`src/rtl/bpb_pkg.sv`:
```
package bpb_pkg;

  typedef enum logic [2:0] {
    ARB_IDLE  = 3'd0,
    ARB_DEFER = 3'd1,
    ARB_REQ   = 3'd2,
    ARB_OWN   = 3'd3,
    ARB_FIN   = 3'd4
  } arb_st_t;

  typedef enum logic [1:0] {
    SEQ_IDLE = 2'd0,
    SEQ_ADDR = 2'd1,
    SEQ_STRB = 2'd2,
    SEQ_END  = 2'd3
  } seq_st_t;

endpackage

```
`src/rtl/bpb_bank_reg.sv`:
```
module bpb_bank_reg #(
  parameter int BANK_W = 9
) (
  input  logic              clk,
  input  logic              rst_n,
  input  logic              ld,
  input  logic [BANK_W-1:0] din,
  output logic [BANK_W-1:0] q
);

  always_ff @(posedge clk or negedge rst_n) begin
    if (!rst_n)  q <= '0;
    else if (ld) q <= din;
  end

endmodule

```
`src/rtl/bpb_arbiter.sv`:
```
module bpb_arbiter
  import bpb_pkg::*;
(
  input  logic clk,
  input  logic rst_n,
  input  logic acc_req,
  input  logic dma_hold,
  input  logic bus_grant,
  input  logic xfer_done,
  output logic br,
  output logic bgack,
  output logic xfer_go,
  output logic finished
);

  arb_st_t st_q, st_d;

  always_comb begin
    st_d = st_q;
    unique case (st_q)
      ARB_IDLE:  if (acc_req) st_d = dma_hold ? ARB_DEFER : ARB_REQ;
      ARB_DEFER: if (!dma_hold) st_d = ARB_REQ;
      ARB_REQ:   if (bus_grant && !dma_hold) st_d = ARB_OWN;
      ARB_OWN:   if (xfer_done) st_d = ARB_FIN;
      ARB_FIN:   if (!acc_req) st_d = ARB_IDLE;
      default:   st_d = ARB_IDLE;
    endcase
  end

  always_ff @(posedge clk or negedge rst_n) begin
    if (!rst_n) st_q <= ARB_IDLE;
    else        st_q <= st_d;
  end

  assign br       = (st_q == ARB_REQ);
  assign bgack    = (st_q == ARB_OWN);
  assign finished = (st_q == ARB_FIN);
  assign xfer_go  = (st_q == ARB_REQ) && (st_d == ARB_OWN);

endmodule

```
`src/rtl/bpb_cycle_seq.sv`:
```
module bpb_cycle_seq
  import bpb_pkg::*;
#(
  parameter int MAIN_AW = 24,
  parameter int SEC_DW  = 8
) (
  input  logic                  clk,
  input  logic                  rst_n,
  input  logic                  go,
  input  logic                  is_wr,
  input  logic [MAIN_AW-1:0]    byte_addr,
  input  logic [SEC_DW-1:0]     wbyte,
  input  logic                  dtack,
  input  logic [2*SEC_DW-1:0]   rdata,
  output logic [MAIN_AW-1:1]    addr,
  output logic                  as_o,
  output logic                  uds,
  output logic                  lds,
  output logic                  rw,
  output logic [2*SEC_DW-1:0]   wdata,
  output logic                  data_oe,
  output logic [SEC_DW-1:0]     rbyte,
  output logic                  done
);

  localparam int MB_DW = 2 * SEC_DW;

  // Even byte addresses sit on the upper lane, odd ones on the lower lane.
  function automatic logic [SEC_DW-1:0] lane_of(input logic [MB_DW-1:0] w,
                                                input logic odd);
    return odd ? w[SEC_DW-1:0] : w[MB_DW-1:SEC_DW];
  endfunction

  seq_st_t             st_q;
  logic [MAIN_AW-1:0]  addr_q;
  logic                wr_q;
  logic [SEC_DW-1:0]   wb_q;
  logic [SEC_DW-1:0]   rb_q;

  always_ff @(posedge clk or negedge rst_n) begin
    if (!rst_n) begin
      st_q   <= SEQ_IDLE;
      addr_q <= '0;
      wr_q   <= 1'b0;
      wb_q   <= '0;
      rb_q   <= '0;
    end else begin
      unique case (st_q)
        SEQ_IDLE: if (go) begin
          addr_q <= byte_addr;
          wr_q   <= is_wr;
          wb_q   <= wbyte;
          st_q   <= SEQ_ADDR;
        end
        SEQ_ADDR: st_q <= SEQ_STRB;
        SEQ_STRB: if (dtack) begin
          if (!wr_q) rb_q <= lane_of(rdata, addr_q[0]);
          st_q <= SEQ_END;
        end
        SEQ_END:  st_q <= SEQ_IDLE;
        default:  st_q <= SEQ_IDLE;
      endcase
    end
  end

  logic strobing;
  logic active;
  assign strobing = (st_q == SEQ_STRB);
  assign active   = (st_q == SEQ_ADDR) || strobing;

  assign addr    = addr_q[MAIN_AW-1:1];
  assign as_o    = strobing;
  assign uds     = strobing && !addr_q[0];
  assign lds     = strobing &&  addr_q[0];
  assign rw      = !(wr_q && active);
  assign data_oe = wr_q && active;
  assign wdata   = {wb_q, wb_q};
  assign rbyte   = rb_q;
  assign done    = (st_q == SEQ_END);

endmodule

```
`src/rtl/bank_proxy_bridge.sv`:
```
module bank_proxy_bridge #(
  parameter int SEC_AW  = 16,
  parameter int MAIN_AW = 24,
  parameter int SEC_DW  = 8
) (
  input  logic                      clk,
  input  logic                      rst_n,
  input  logic                      bank_ld,
  input  logic [MAIN_AW-SEC_AW:0]   bank_din,
  input  logic [SEC_AW-1:0]         sec_addr,
  input  logic                      sec_rd,
  input  logic                      sec_wr,
  input  logic [SEC_DW-1:0]         sec_wdata,
  output logic [SEC_DW-1:0]         sec_rdata,
  output logic                      sec_wait,
  output logic                      mb_br,
  input  logic                      mb_bg,
  input  logic                      mb_bgack_in,
  output logic                      mb_bgack_out,
  output logic [MAIN_AW-1:1]        mb_addr,
  output logic                      mb_rw,
  output logic                      mb_as,
  output logic                      mb_as_oe,
  output logic                      mb_uds,
  output logic                      mb_lds,
  output logic [2*SEC_DW-1:0]       mb_wdata,
  output logic                      mb_data_oe,
  input  logic [2*SEC_DW-1:0]       mb_rdata,
  input  logic                      mb_dtack
);

  localparam int WIN_W  = SEC_AW - 1;
  localparam int BANK_W = MAIN_AW - WIN_W;

  function automatic logic in_window(input logic [SEC_AW-1:0] a);
    return a[SEC_AW-1];
  endfunction

  function automatic logic [MAIN_AW-1:0] compose_addr(input logic [BANK_W-1:0] b,
                                                      input logic [SEC_AW-1:0] a);
    return {b, a[WIN_W-1:0]};
  endfunction

  // Named internal events, also watched by the checker.
  logic              sec_any;
  logic              win_hit;
  logic              xfer_go;
  logic              xfer_done;
  logic              arb_fin;
  logic [BANK_W-1:0] bank_q;

  assign sec_any = sec_rd || sec_wr;
  assign win_hit = sec_any && in_window(sec_addr);

  bpb_bank_reg #(.BANK_W(BANK_W)) u_bank (
    .clk  (clk),
    .rst_n(rst_n),
    .ld   (bank_ld),
    .din  (bank_din),
    .q    (bank_q)
  );

  bpb_arbiter u_arb (
    .clk      (clk),
    .rst_n    (rst_n),
    .acc_req  (win_hit),
    .dma_hold (mb_bgack_in),
    .bus_grant(mb_bg),
    .xfer_done(xfer_done),
    .br       (mb_br),
    .bgack    (mb_bgack_out),
    .xfer_go  (xfer_go),
    .finished (arb_fin)
  );

  bpb_cycle_seq #(.MAIN_AW(MAIN_AW), .SEC_DW(SEC_DW)) u_seq (
    .clk      (clk),
    .rst_n    (rst_n),
    .go       (xfer_go),
    .is_wr    (sec_wr),
    .byte_addr(compose_addr(bank_q, sec_addr)),
    .wbyte    (sec_wdata),
    .dtack    (mb_dtack),
    .rdata    (mb_rdata),
    .addr     (mb_addr),
    .as_o     (mb_as),
    .uds      (mb_uds),
    .lds      (mb_lds),
    .rw       (mb_rw),
    .wdata    (mb_wdata),
    .data_oe  (mb_data_oe),
    .rbyte    (sec_rdata),
    .done     (xfer_done)
  );

  assign sec_wait = win_hit && !arb_fin;
  assign mb_as_oe = mb_bgack_out;

endmodule

```
`config.mk`:
```
export PLATFORM = sky130hd
export DESIGN_NAME = bank_proxy_bridge
export DESIGN_NICKNAME = d
export VERILOG_FILES = /design/src/rtl/bpb_pkg.sv /design/src/rtl/bpb_bank_reg.sv /design/src/rtl/bpb_arbiter.sv /design/src/rtl/bpb_cycle_seq.sv /design/src/rtl/bank_proxy_bridge.sv
export SDC_FILE = /design/constraint.sdc
export NUM_CORES = 1
export LEC_CHECK = 0
export CAP_MARGIN = 20
export CORE_MARGIN = 8
export CORE_UTILIZATION = 63
export CTS_CLUSTER_DIAMETER = 40
export DETAILED_ROUTE_END_ITERATION = 7
export DONT_BUFFER_PORTS = 1
export MAX_ROUTING_LAYER = met4
export PLACE_DENSITY_LB_ADDON = 0.3
export SYNTH_ARGS = -nofsm -noshare
export SYNTH_HDL_FRONTEND = slang
export SYNTH_SLANG_ARGS = --single-unit
```
`constraint.sdc`:
```
create_clock -name clk -period 1.9 [get_ports clk]
set_clock_uncertainty 0.1 [all_clocks]
set_input_delay 0.38 -clock clk [delete_from_list [all_inputs] [get_ports clk]]
set_output_delay 0.38 -clock clk [all_outputs]
set_load 0.02 [all_outputs]
```
==> reports/metrics.cfg <==
[synth]
syn_area_um2=2700
ys_seq_area_share_pct=50.9
yosysWarnings=0
avgSynthCellArea_um2=13.6
ys_ff_latch=55
synth_nets=259
postSynthCellCount=198
ys_types=27

[sta]
min_period_over_period_pct=97.5
max_slew_margin_pct=68.2
finalCriticalPeriod_ns=1.85
finalHoldViolations=0
setup_slack_ns=0.0474
max_freq_mhz=540
tightest_slew_ns=0.476
finalMaxSlewViolations=0
setup_violations=0
finalSetupTns_ns=0

[worst_setup_path]
r2r_start=u_seq.st_q[1]
r2r_setup_slack_ns=0.14
cp.required_ns=1.42
crit_type=reg -> out
r2r-end=u_seq.addr_q[16]
endpoint_kind=primary output
crit_fanout=4
r2r_cells=5
worstPathArrival_ns=1.37
start_kind=register

[clock_tree]
cts-root-buf=clkbuf_8
cts_tree=yes
cts_setup_buffers=0
cts_sinks=55
cts_buffers=5
path_clk_slew_ns=0.09
h-tree-depth=2
clock_latency_ns=0.30
clock_path_buffers=2

[cells_and_area]
syn2layout_area_growth_pct=-0.834
n_antenna_cell=0
fill_cells=316
drive_above_1_share_pct=36.0
finalNonFillerCells=227
final_cell_mix=dfrtp_1, mux2_4, o21ai_0, mux2_2, nand2_1
final_common_cell=dfrtp_1
nets=235
utilization_pct=63.3

[floorplanning]
die_x_um=81.5
die_area_um2=6640
ioPinCount=113
row_count=24
core-area_um2=4230
initial_core_util_pct=63.8
die_h_um=81.5

[run]
drv_cap=0

[grt]
grt_pass1_wl_um=7690
grt_pass1_vias=1437
grt-ovfl-total=0
track_usage_pct=15.8
grt_use_met2_pct=25.9
use_met3_pct=6.24
antenna_found_initial=0
busiest_layer=met2
use_met1_pct=17.1
grt_max_degree=56

[placement]
place_ws_ns=0.0877
dp.final_hpwl_um=3930
place_congestion=0.684
io_buffers=0
place_inst=217

[worst_hold_path]
hp-start=mb_bgack_in
hold_end=u_arb.st_q[1]
hold_path.class=in -> reg
worstHoldPathCells=1

[detailed_routing]
drc=0
wl_per_cell_um=22.9
dr.pass1.iters=4
ant_nets=0
wl_um=5200
routed-via-count=1330
viasPerCell=5.86
dr.first_iter.drc_count=24

[pwr]
power.density_nw_per_um2=1790
p_int_mw=2.81
switching_power_mw=2.00
power_mw=4.80
p_clk_share_pct=14.1
max-vdd-ir-drop_uv=1200
leakage_nw=1.23
swShare_pct=41.5
seqPwrFrac_pct=56.0
p_comb_share_pct=29.9

[outcome]
status=finished clean

-- worst max-delay path, cell delays in order (launching register included) --
cell	delay [ns]
dfrtp_1	0.44
inv_1	0.08
ha_1	0.34
nand2_4	0.10
inv_4	0.09
-- final cells by class --
class                      count  area [um2]  area share, %
clock buffer                   8         100           3.74
inverter                       4        17.5          0.654
multi-input combinational    100        1010           37.8
sequential                    55        1380           51.4
tap                           52        65.1           2.43
timing repair buffer           8         108           4.02
-- state kept, by name, indices dropped and copies added, names as in the netlist --
register	cells
u_seq.wr_q	1
u_seq.wb_q	8
u_seq.rbyte	8
u_arb.st_q	3
u_seq.addr_q	24
u_seq.st_q	2
u_bank.q	9
-- repair_timing --
item	in CTS	in global routing
setup endpoints to repair	3	30
endpoints found under the hold margin	55	0
gates resized for setup	3	6
hold buffers	2	0
-- metal layers --
| layer | routed length (um) | vias to the layer above | part of all wire [%] |
|---|---|---|---|
| met2 | 2730 | 52 | 53 |
| met5 | 0 | - | 0 |
| met1 | 1870 | 675 | 36 |
| met4 | 74 | 0 | 1.4 |
| met3 | 516 | 9 | 9.9 |
| li1 | - | 594 | - |
-- power by group through the flow --
stage / Sequential, mW / Clock (mW) / Combinational [mW]
after floorplan: 2.12 / 0 / 2.06
after global placement: 2.69 / 0 / 1.28
after detailed placement: 2.71 / 0 / 1.35
after CTS: 2.70 / 0.703 / 1.40
after global routing: 2.75 / 0.756 / 1.57
final: 2.69 / 0.679 / 1.44
-- worst max-delay path by stage --
| stage | start | to | slack, ns | depth (start not counted) |
|---|---|---|---|---|
| finish | u_seq.st_q[1] | mb_data_oe | 0.05 | 4 |
| detailed placement | u_seq.st_q[0] | u_seq.addr_q[2] | 0.09 | 5 |
| floorplan | u_arb.st_q[0] | u_seq.addr_q[10] | 0.13 | 5 |
| global placement | u_seq.st_q[0] | u_seq.addr_q[2] | 0.20 | 5 |
| global route | u_seq.st_q[1] | mb_data_oe | -0.01 | 4 |
| CTS | u_seq.st_q[0] | mb_uds | 0.01 | 4 |
-- metrics by stage --
stage / cell area [um2] / hold WS [ns]
5_1_grt: 2680 / 0.0493
6_report: 2680 / 0.0625
3_5_place_dp: 2510 / -0.0139
3_3_place_gp: 2510 / -0.0141
4_1_cts: 2660 / 0.0560
2_1_floorplan: 2700 / -0.0156
-- cell families (layout without fill, tap and decap cells) --
group	count (synthesis)	count (layout)	share of synthesized area, %
compound gates	18	18	4.12
fa+ha+maj	4	4	1.85
buf+inv	43	20	12.6
simple gates	28	28	5.88
flops	55	55	50.9
mux	50	50	24.6
-- Yosys cell counts --
library cell	instances	share of area (%)
mux2_4	30	17
mux2i_1	8	3.0
dfrtp_1	55	51
buf_4	32	8.9
a22o_1	1	0.32
mux2_2	12	5.0
o32a_1	1	0.37
o21ai_0	12	2.2
nand2_1	12	1.7
o32ai_1	1	0.32
buf_6	1	0.42
clkbuf_1	2	0.28
ha_1	4	1.9
nor2b_1	6	1.4
inv_1	4	0.56
nor3b_4	1	0.69
nand3b_1	1	0.28
nor2_1	2	0.28
and3b_1	1	0.32
buf_12	3	2.2
o41ai_1	1	0.32
buf_2	1	0.19
o21a_1	1	0.28
and2_1	2	0.46
and3_1	1	0.23
a21boi_0	1	0.28
nor3b_1	2	0.56
(Power assumes the default switching activity.)
